===== src/rtl/cfg_tree_pkg.sv =====
package cfg_tree_pkg;
    localparam int BYTE_W    = 8;
    localparam int MAX_PAY   = 8;
    localparam int IDX_W     = $clog2(MAX_PAY);
    localparam int CNT_W     = $clog2(MAX_PAY + 1);
    localparam int PE_ID_W   = 4;
    localparam int MOD_ID_W  = 2;
    localparam int OP_ID_W   = 2;
    localparam int MODS_PER_PE = 1 << MOD_ID_W;
    localparam int OPS_PER_MOD = 1 << OP_ID_W;
    localparam logic [PE_ID_W-1:0] GLOBAL_PE = '1;

    typedef enum logic [1:0] {
        PS_LOC  = 2'd0,
        PS_CNT  = 2'd1,
        PS_PAY  = 2'd2,
        PS_DROP = 2'd3
    } parse_st_e;

    typedef struct packed {
        logic              vld;
        logic [BYTE_W-1:0] loc;
        logic [IDX_W-1:0]  idx;
        logic [BYTE_W-1:0] data;
    } cfg_beat_t;
endpackage


===== src/rtl/cfg_hdr_parser.sv =====
module cfg_hdr_parser
    import cfg_tree_pkg::*;
(
    input  logic              clk,
    input  logic              rst,
    input  logic [BYTE_W-1:0] in_byte,
    input  logic              in_vld,
    output cfg_beat_t         beat_o
);
    typedef struct packed {
        parse_st_e         st;
        logic [BYTE_W-1:0] loc;
        logic [CNT_W-1:0]  left;
        logic [BYTE_W-1:0] drop;
        logic [IDX_W-1:0]  idx;
        cfg_beat_t         beat;
    } parse_t;

    parse_t q, d;

    always_comb begin
        d = q;
        d.beat = '0;
        if (in_vld) begin
            unique case (q.st)
                PS_LOC: begin
                    d.loc = in_byte;
                    d.st  = PS_CNT;
                end
                PS_CNT: begin
                    d.idx = '0;
                    if (in_byte == '0) begin
                        d.st = PS_LOC;
                    end else begin
                        d.st = PS_PAY;
                        if (in_byte > BYTE_W'(MAX_PAY)) begin
                            d.left = CNT_W'(MAX_PAY);
                            d.drop = in_byte - BYTE_W'(MAX_PAY);
                        end else begin
                            d.left = CNT_W'(in_byte);
                            d.drop = '0;
                        end
                    end
                end
                PS_PAY: begin
                    d.beat.vld  = 1'b1;
                    d.beat.loc  = q.loc;
                    d.beat.idx  = q.idx;
                    d.beat.data = in_byte;
                    d.idx  = q.idx + IDX_W'(1);
                    d.left = q.left - CNT_W'(1);
                    if (q.left == CNT_W'(1))
                        d.st = (q.drop != '0) ? PS_DROP : PS_LOC;
                end
                PS_DROP: begin
                    d.drop = q.drop - BYTE_W'(1);
                    if (q.drop == BYTE_W'(1))
                        d.st = PS_LOC;
                end
                default: d.st = PS_LOC;
            endcase
        end
    end

    always_ff @(posedge clk) begin
        if (rst) begin
            q    <= '0;
            q.st <= PS_LOC;
        end else begin
            q <= d;
        end
    end

    assign beat_o = q.beat;

    // a location byte never yields a payload beat
    assert_hdr_no_beat_R2: assert property (@(posedge clk) disable iff (rst)
        (in_vld && q.st == PS_LOC) |=> !beat_o.vld);

    // a zero count returns straight to the location wait
    assert_zero_count_R4: assert property (@(posedge clk) disable iff (rst)
        (in_vld && q.st == PS_CNT && in_byte == '0) |=> (q.st == PS_LOC && !beat_o.vld));

    // surplus bytes are swallowed silently
    assert_drop_silent_R5: assert property (@(posedge clk) disable iff (rst)
        (in_vld && q.st == PS_DROP) |=> !beat_o.vld);

    // an idle cycle leaves the parser where it was
    assert_idle_hold_R9: assert property (@(posedge clk) disable iff (rst)
        !in_vld |=> ($stable(q.st) && !beat_o.vld));
endmodule


===== src/rtl/cfg_global_bank.sv =====
module cfg_global_bank
    import cfg_tree_pkg::*;
#(
    parameter int FRAME_W = 16
) (
    input  logic               clk,
    input  logic               rst,
    input  logic               wr_en,
    input  logic [IDX_W-1:0]   wr_idx,
    input  logic [BYTE_W-1:0]  wr_data,
    output logic [FRAME_W-1:0] frame_w,
    output logic [FRAME_W-1:0] frame_h
);
    localparam int FB = FRAME_W / BYTE_W;

    typedef struct packed {
        logic [FRAME_W-1:0] w;
        logic [FRAME_W-1:0] h;
    } glb_t;

    glb_t q, d;

    always_comb begin
        d = q;
        if (wr_en) begin
            for (int b = 0; b < FB; b++) begin
                if (wr_idx == IDX_W'(b))
                    d.w[b*BYTE_W +: BYTE_W] = wr_data;
                if (wr_idx == IDX_W'(FB + b))
                    d.h[b*BYTE_W +: BYTE_W] = wr_data;
            end
        end
    end

    always_ff @(posedge clk) begin
        if (rst) q <= '0;
        else     q <= d;
    end

    assign frame_w = q.w;
    assign frame_h = q.h;

    // global registers only move on a global bank write
    assert_glb_hold_R6: assert property (@(posedge clk) disable iff (rst)
        !wr_en |=> ($stable(frame_w) && $stable(frame_h)));

    // indices past the frame fields change nothing
    assert_glb_ignore_R6: assert property (@(posedge clk) disable iff (rst)
        (wr_en && wr_idx >= IDX_W'(2*FB)) |=> ($stable(frame_w) && $stable(frame_h)));
endmodule


===== src/rtl/cfg_route_stage.sv =====
module cfg_route_stage
    import cfg_tree_pkg::*;
#(
    parameter int IN_N    = 1,
    parameter int FAN     = 4,
    parameter int SEL_LSB = 0,
    parameter int SEL_W   = 2
) (
    input  logic                  clk,
    input  logic                  rst,
    input  logic [IN_N-1:0]       hit_i,
    input  logic [BYTE_W-1:0]     loc_i,
    input  logic [IDX_W-1:0]      idx_i,
    input  logic [BYTE_W-1:0]     data_i,
    output logic [IN_N*FAN-1:0]   hit_o,
    output logic [BYTE_W-1:0]     loc_o,
    output logic [IDX_W-1:0]      idx_o,
    output logic [BYTE_W-1:0]     data_o
);
    localparam int OUT_N = IN_N * FAN;

    typedef struct packed {
        logic [OUT_N-1:0]  hit;
        logic [BYTE_W-1:0] loc;
        logic [IDX_W-1:0]  idx;
        logic [BYTE_W-1:0] data;
    } route_t;

    route_t q, d;
    logic [OUT_N-1:0] hit_d;
    logic [SEL_W-1:0] sel;

    assign sel = loc_i[SEL_LSB +: SEL_W];

    for (genvar i = 0; i < IN_N; i++) begin : g_parent
        for (genvar j = 0; j < FAN; j++) begin : g_child
            assign hit_d[i*FAN + j] = hit_i[i] && (sel == SEL_W'(j));
        end
    end

    always_comb begin
        d.hit  = hit_d;
        d.loc  = loc_i;
        d.idx  = (|hit_d) ? idx_i  : '0;
        d.data = (|hit_d) ? data_i : '0;
    end

    always_ff @(posedge clk) begin
        if (rst) q <= '0;
        else     q <= d;
    end

    assign hit_o  = q.hit;
    assign loc_o  = q.loc;
    assign idx_o  = q.idx;
    assign data_o = q.data;

    // a level never selects two children at once
    assert_onehot_R8: assert property (@(posedge clk) disable iff (rst)
        $onehot0(hit_o));

    // every child hit descends from a parent hit one cycle earlier
    assert_hit_origin_R3: assert property (@(posedge clk) disable iff (rst)
        (|hit_o) |-> $past(|hit_i));
endmodule


===== src/rtl/cfg_tree_decoder.sv =====
module cfg_tree_decoder
    import cfg_tree_pkg::*;
#(
    parameter int NUM_PE  = 4,
    parameter int FRAME_W = 16
) (
    input  logic                                     clk,
    input  logic                                     rst,
    input  logic [7:0]                               cfg_byte,
    input  logic                                     cfg_valid,
    output logic [NUM_PE*MODS_PER_PE*OPS_PER_MOD-1:0] op_wr_en,
    output logic [IDX_W-1:0]                         op_wr_idx,
    output logic [7:0]                               op_wr_data,
    output logic [FRAME_W-1:0]                       frame_width,
    output logic [FRAME_W-1:0]                       frame_height
);
    localparam int NUM_MOD = NUM_PE * MODS_PER_PE;
    localparam int NUM_OPS = NUM_MOD * OPS_PER_MOD;

    cfg_beat_t           beat;
    logic [0:0]          hit0;
    logic                glb_wr;

    logic [NUM_PE-1:0]   pe_hit;
    logic [BYTE_W-1:0]   pe_loc, mod_loc, op_loc;
    logic [IDX_W-1:0]    pe_idx, mod_idx;
    logic [BYTE_W-1:0]   pe_data, mod_data;
    logic [NUM_MOD-1:0]  mod_hit;

    cfg_hdr_parser i_parser (
        .clk(clk), .rst(rst),
        .in_byte(cfg_byte), .in_vld(cfg_valid),
        .beat_o(beat)
    );

    assign glb_wr  = beat.vld && (beat.loc[BYTE_W-1 -: PE_ID_W] == GLOBAL_PE);
    assign hit0[0] = beat.vld && !glb_wr;

    cfg_global_bank #(.FRAME_W(FRAME_W)) i_global (
        .clk(clk), .rst(rst),
        .wr_en(glb_wr), .wr_idx(beat.idx), .wr_data(beat.data),
        .frame_w(frame_width), .frame_h(frame_height)
    );

    cfg_route_stage #(.IN_N(1), .FAN(NUM_PE),
                      .SEL_LSB(MOD_ID_W + OP_ID_W), .SEL_W(PE_ID_W)) i_pe_lvl (
        .clk(clk), .rst(rst),
        .hit_i(hit0), .loc_i(beat.loc), .idx_i(beat.idx), .data_i(beat.data),
        .hit_o(pe_hit), .loc_o(pe_loc), .idx_o(pe_idx), .data_o(pe_data)
    );

    cfg_route_stage #(.IN_N(NUM_PE), .FAN(MODS_PER_PE),
                      .SEL_LSB(OP_ID_W), .SEL_W(MOD_ID_W)) i_mod_lvl (
        .clk(clk), .rst(rst),
        .hit_i(pe_hit), .loc_i(pe_loc), .idx_i(pe_idx), .data_i(pe_data),
        .hit_o(mod_hit), .loc_o(mod_loc), .idx_o(mod_idx), .data_o(mod_data)
    );

    cfg_route_stage #(.IN_N(NUM_MOD), .FAN(OPS_PER_MOD),
                      .SEL_LSB(0), .SEL_W(OP_ID_W)) i_op_lvl (
        .clk(clk), .rst(rst),
        .hit_i(mod_hit), .loc_i(mod_loc), .idx_i(mod_idx), .data_i(mod_data),
        .hit_o(op_wr_en), .loc_o(op_loc), .idx_o(op_wr_idx), .data_o(op_wr_data)
    );

    // a strobe sits on the bit named by the location it carried
    assert_strobe_position_R3: assert property (@(posedge clk) disable iff (rst)
        (|op_wr_en) |-> (op_wr_en == (NUM_OPS'(1) << op_loc)));

    // a strobe follows a parsed operator beat by exactly three more registers
    assert_strobe_latency_R3: assert property (@(posedge clk) disable iff (rst)
        (|op_wr_en) |-> $past(hit0[0], 3));

    // outputs read zero with no strobe
    assert_idle_zero_R8: assert property (@(posedge clk) disable iff (rst)
        !(|op_wr_en) |-> (op_wr_idx == '0 && op_wr_data == '0));
endmodule


===== config.mk =====
export PLATFORM = sky130hd
export DESIGN_NAME = cfg_tree_decoder
export DESIGN_NICKNAME = d
export VERILOG_FILES = /design/src/rtl/cfg_tree_pkg.sv /design/src/rtl/cfg_hdr_parser.sv /design/src/rtl/cfg_global_bank.sv /design/src/rtl/cfg_route_stage.sv /design/src/rtl/cfg_tree_decoder.sv
export SDC_FILE = /design/constraint.sdc
export NUM_CORES = 1
export LEC_CHECK = 0
export ABC_AREA = 1
export BUFFER_PORTS_ARGS = -buffer_cell sky130_fd_sc_hd__buf_2
export CORE_UTILIZATION = 55
export DETAILED_ROUTE_END_ITERATION = 7
export GPL_TIMING_DRIVEN = 0
export PLACE_DENSITY_LB_ADDON = 0.08
export SLEW_MARGIN = 5
export SYNTH_ARGS = -nofsm -noshare
export SYNTH_HDL_FRONTEND = slang
export SYNTH_HIERARCHICAL = 1
export SYNTH_SLANG_ARGS = --single-unit

===== constraint.sdc =====
create_clock -name clk -period 1.7 [get_ports clk]
set_clock_uncertainty 0.05 [all_clocks]
set_input_delay 0.34 -clock clk [delete_from_list [all_inputs] [get_ports clk]]
set_output_delay 0.34 -clock clk [all_outputs]
set_load 0.05 [all_outputs]

==> results_dict.tcl <==
set metrics [dict create \
    status "completed" \
    first_pass_iters 5 \
    crit_type "flop to flop" \
    mostFrequentLayoutCells "230 x nor2_1, 200 x dfxtp_1, 135 x nand2_1" \
    cts.sinks 200 \
    hold_path_class "input port to flop" \
    grt_pass1_wl_microns 23460 \
    io_buffer_count 117 \
    die-area_sq_um 13850 \
    root_buffer "clkbuf_16" \
    synth_warnings 6 \
    hpwl_microns 9840 \
    final_common_cell "nor2_1" \
    relSlewSlack_pct 70.58 \
    reg2reg_from "i_parser/beat_o[18]" \
    critPathTopFamily "simple AND/OR/NAND/NOR gates" \
    cts_buffers 17 \
    nets 1050 \
    cts_tree "yes" \
    grt_max_degree 19 \
    ir_drop_mv 0.7011 \
    grt_overflow 0 \
    routabilityCongestion 0.8572 \
    path_depth 9 \
    die_width_microns 117.7 \
    drv_cap 0 \
    clk_path_buf_depth 2 \
    syn_area_per_cell_sq_um 8.269 \
    worst_path_max_delay_cell "dfxtp_1" \
    cts_hold_buf 0 \
    grtUsageTotal_pct 21.08 \
    finalCritPeriodShare_pct 92.68 \
    clkTransAtPathRegs_ps 70 \
    synthCells 890 \
    place_area_sq_um 8160 \
    synthToLayoutAreaGrowth_pct 19.82 \
    final_area_sq_um 8818 \
    min_path_cells 3 \
    dr_total_vias 5525 \
    antenna_found_initial 0 \
    pin_count 118 \
    critPathMaxFanout 10 \
    ff2ff_path_depth 9 \
    grt_pass1_vias 5227 \
    cp.required_ps 1970 \
    fp.coreArea_sq_um 12820 \
    crit_chain "buf_4 > nand2_1 > nor3_2 > inv_1 > nor2_4 > buf_2 > nand3_1 > nand2_1 > nor2_1" \
    die-height_microns 117.7 \
    cp.arrival_ps 1850 \
    antenna_left 0 \
    setup_viol_count_final 0 \
    diodes 0 \
    rows 41 \
    hold-path-endpoint "i_parser/beat_o[7]" \
    ff2ff_setup_slack_ps 120 \
    final_layout_size_suffix_gt1_share_pct 24.13 \
    reg2reg_to "i_global/frame_h[12]" \
    critPathCaptureType "flop" \
    crit_path_start_kind "flop" \
    drtIter0Drc 328 \
    vias_per_cell 4.559 \
    cp_common_cell "nand2_1" \
    worst_pin_slew_ps 441.2 \
    totalWireLength_microns 13810 \
    synth.cell_area_sq_um 7360 \
    leakage_uw 0.003965 \
    hp-start "cfg_byte[7]" \
    avgRoutedWirePerCell_microns 11.40 \
    min_period_ps 1576 \
    cpPeakStageDelay_ps 310 \
    drc 0 \
    cts_max_level 4 \
    syn_nets 913 \
    hold_viol_final 0 \
    p_per_area_nw_per_um2 1057 \
    crit_buf_inv 3 \
    clock_latency_ps 430 \
    max_freq_mhz 634.7 \
    start_util_pct 57.39 \
    post-route-util_pct 68.76 \
    slew_viol_final 0 \
]
-- area by class of cell --
cell class | count | area [sq um]
fill | 1083 | 4006
sequential | 200 | 4004
multi-input combinational | 533 | 2581
timing repair buffer | 118 | 593.1
clock buffer | 20 | 466.7
inverter | 110 | 429.2
buffer | 47 | 375.4
tap | 172 | 215.2
clock inverter | 12 | 153.9
-- repair_timing --
item                                    4_1_cts  5_1_grt
buffers inserted                              0        1
gates resized for setup                       1       10
endpoints found under the setup margin        3       40
hold endpoints to repair                      0        0
pin swaps                                     0        1
-- metal layers --
metal | up-vias | wire length (microns) | part of all wire [%] | global-route usage, %
met5 | - | 0 | 0 | 0
met4 | 0 | 135 | 0.98 | 6.891
met3 | 9 | 564 | 4.1 | 5.184
met2 | 125 | 6850 | 50 | 37.13
met1 | 2451 | 6262 | 45 | 24.98
li1 | 2940 | - | - | -
-- worst min-delay path, delay by kind of cell --
kind,cells,cell delay [ps]
buffers and inverters,2,200
and+or+nand+nor,1,40
-- where the power goes --
group / internal, uW / total [uW] / switching (uW)
logic: 149 / 422 / 273
clock network: 2340 / 4140 / 1800
registers: 4730 / 4750 / 25.3
-- how the worst max path moves through the flow --
stage	start	endpoint	slack, ps
2_1_floorplan	i_parser/q[43]	i_parser/q[32]	290
3_3_place_gp	cfg_byte[3]	i_parser/q[27]	30
3_5_place_dp	cfg_byte[3]	i_parser/q[27]	20
4_1_cts	i_parser/q[43]	i_parser/beat_o[11]	30
5_1_grt	i_parser/beat_o[18]	i_global/frame_h[14]	-7
6_report	i_parser/beat_o[18]	i_global/frame_h[12]	120
-- registers in the layout (all words and copies together) (netlist names) --
name              flops
i_mod_lvl/idx_o       3
i_op_lvl/hit_o       64
i_mod_lvl/data_o      8
i_pe_lvl/loc_o        4
i_parser/beat_o      20
i_op_lvl/idx_o        3
i_mod_lvl/loc_o       2
i_pe_lvl/idx_o        3
i_global/frame_w     16
i_global/frame_h     16
i_mod_lvl/hit_o      16
i_op_lvl/data_o       8
i_parser/q           25
i_pe_lvl/data_o       8
i_pe_lvl/hit_o        4
-- through the flow --
stage                     power [uW]  setup TNS [ps]  worst slack (ps)  hold WS (ps)  instances
final                           9320               0             124.5         140.0       1212
after global routing            9675          -6.958            -6.958         130.5       1212
after CTS                       9386               0             33.83         122.4       1211
after detailed placement        5274               0             17.31         343.6       1179
after global placement          5264               0             29.64         342.7       1179
after floorplan                 5169               0             288.2         338.3        890
Power figures use the tool's default switching activity.
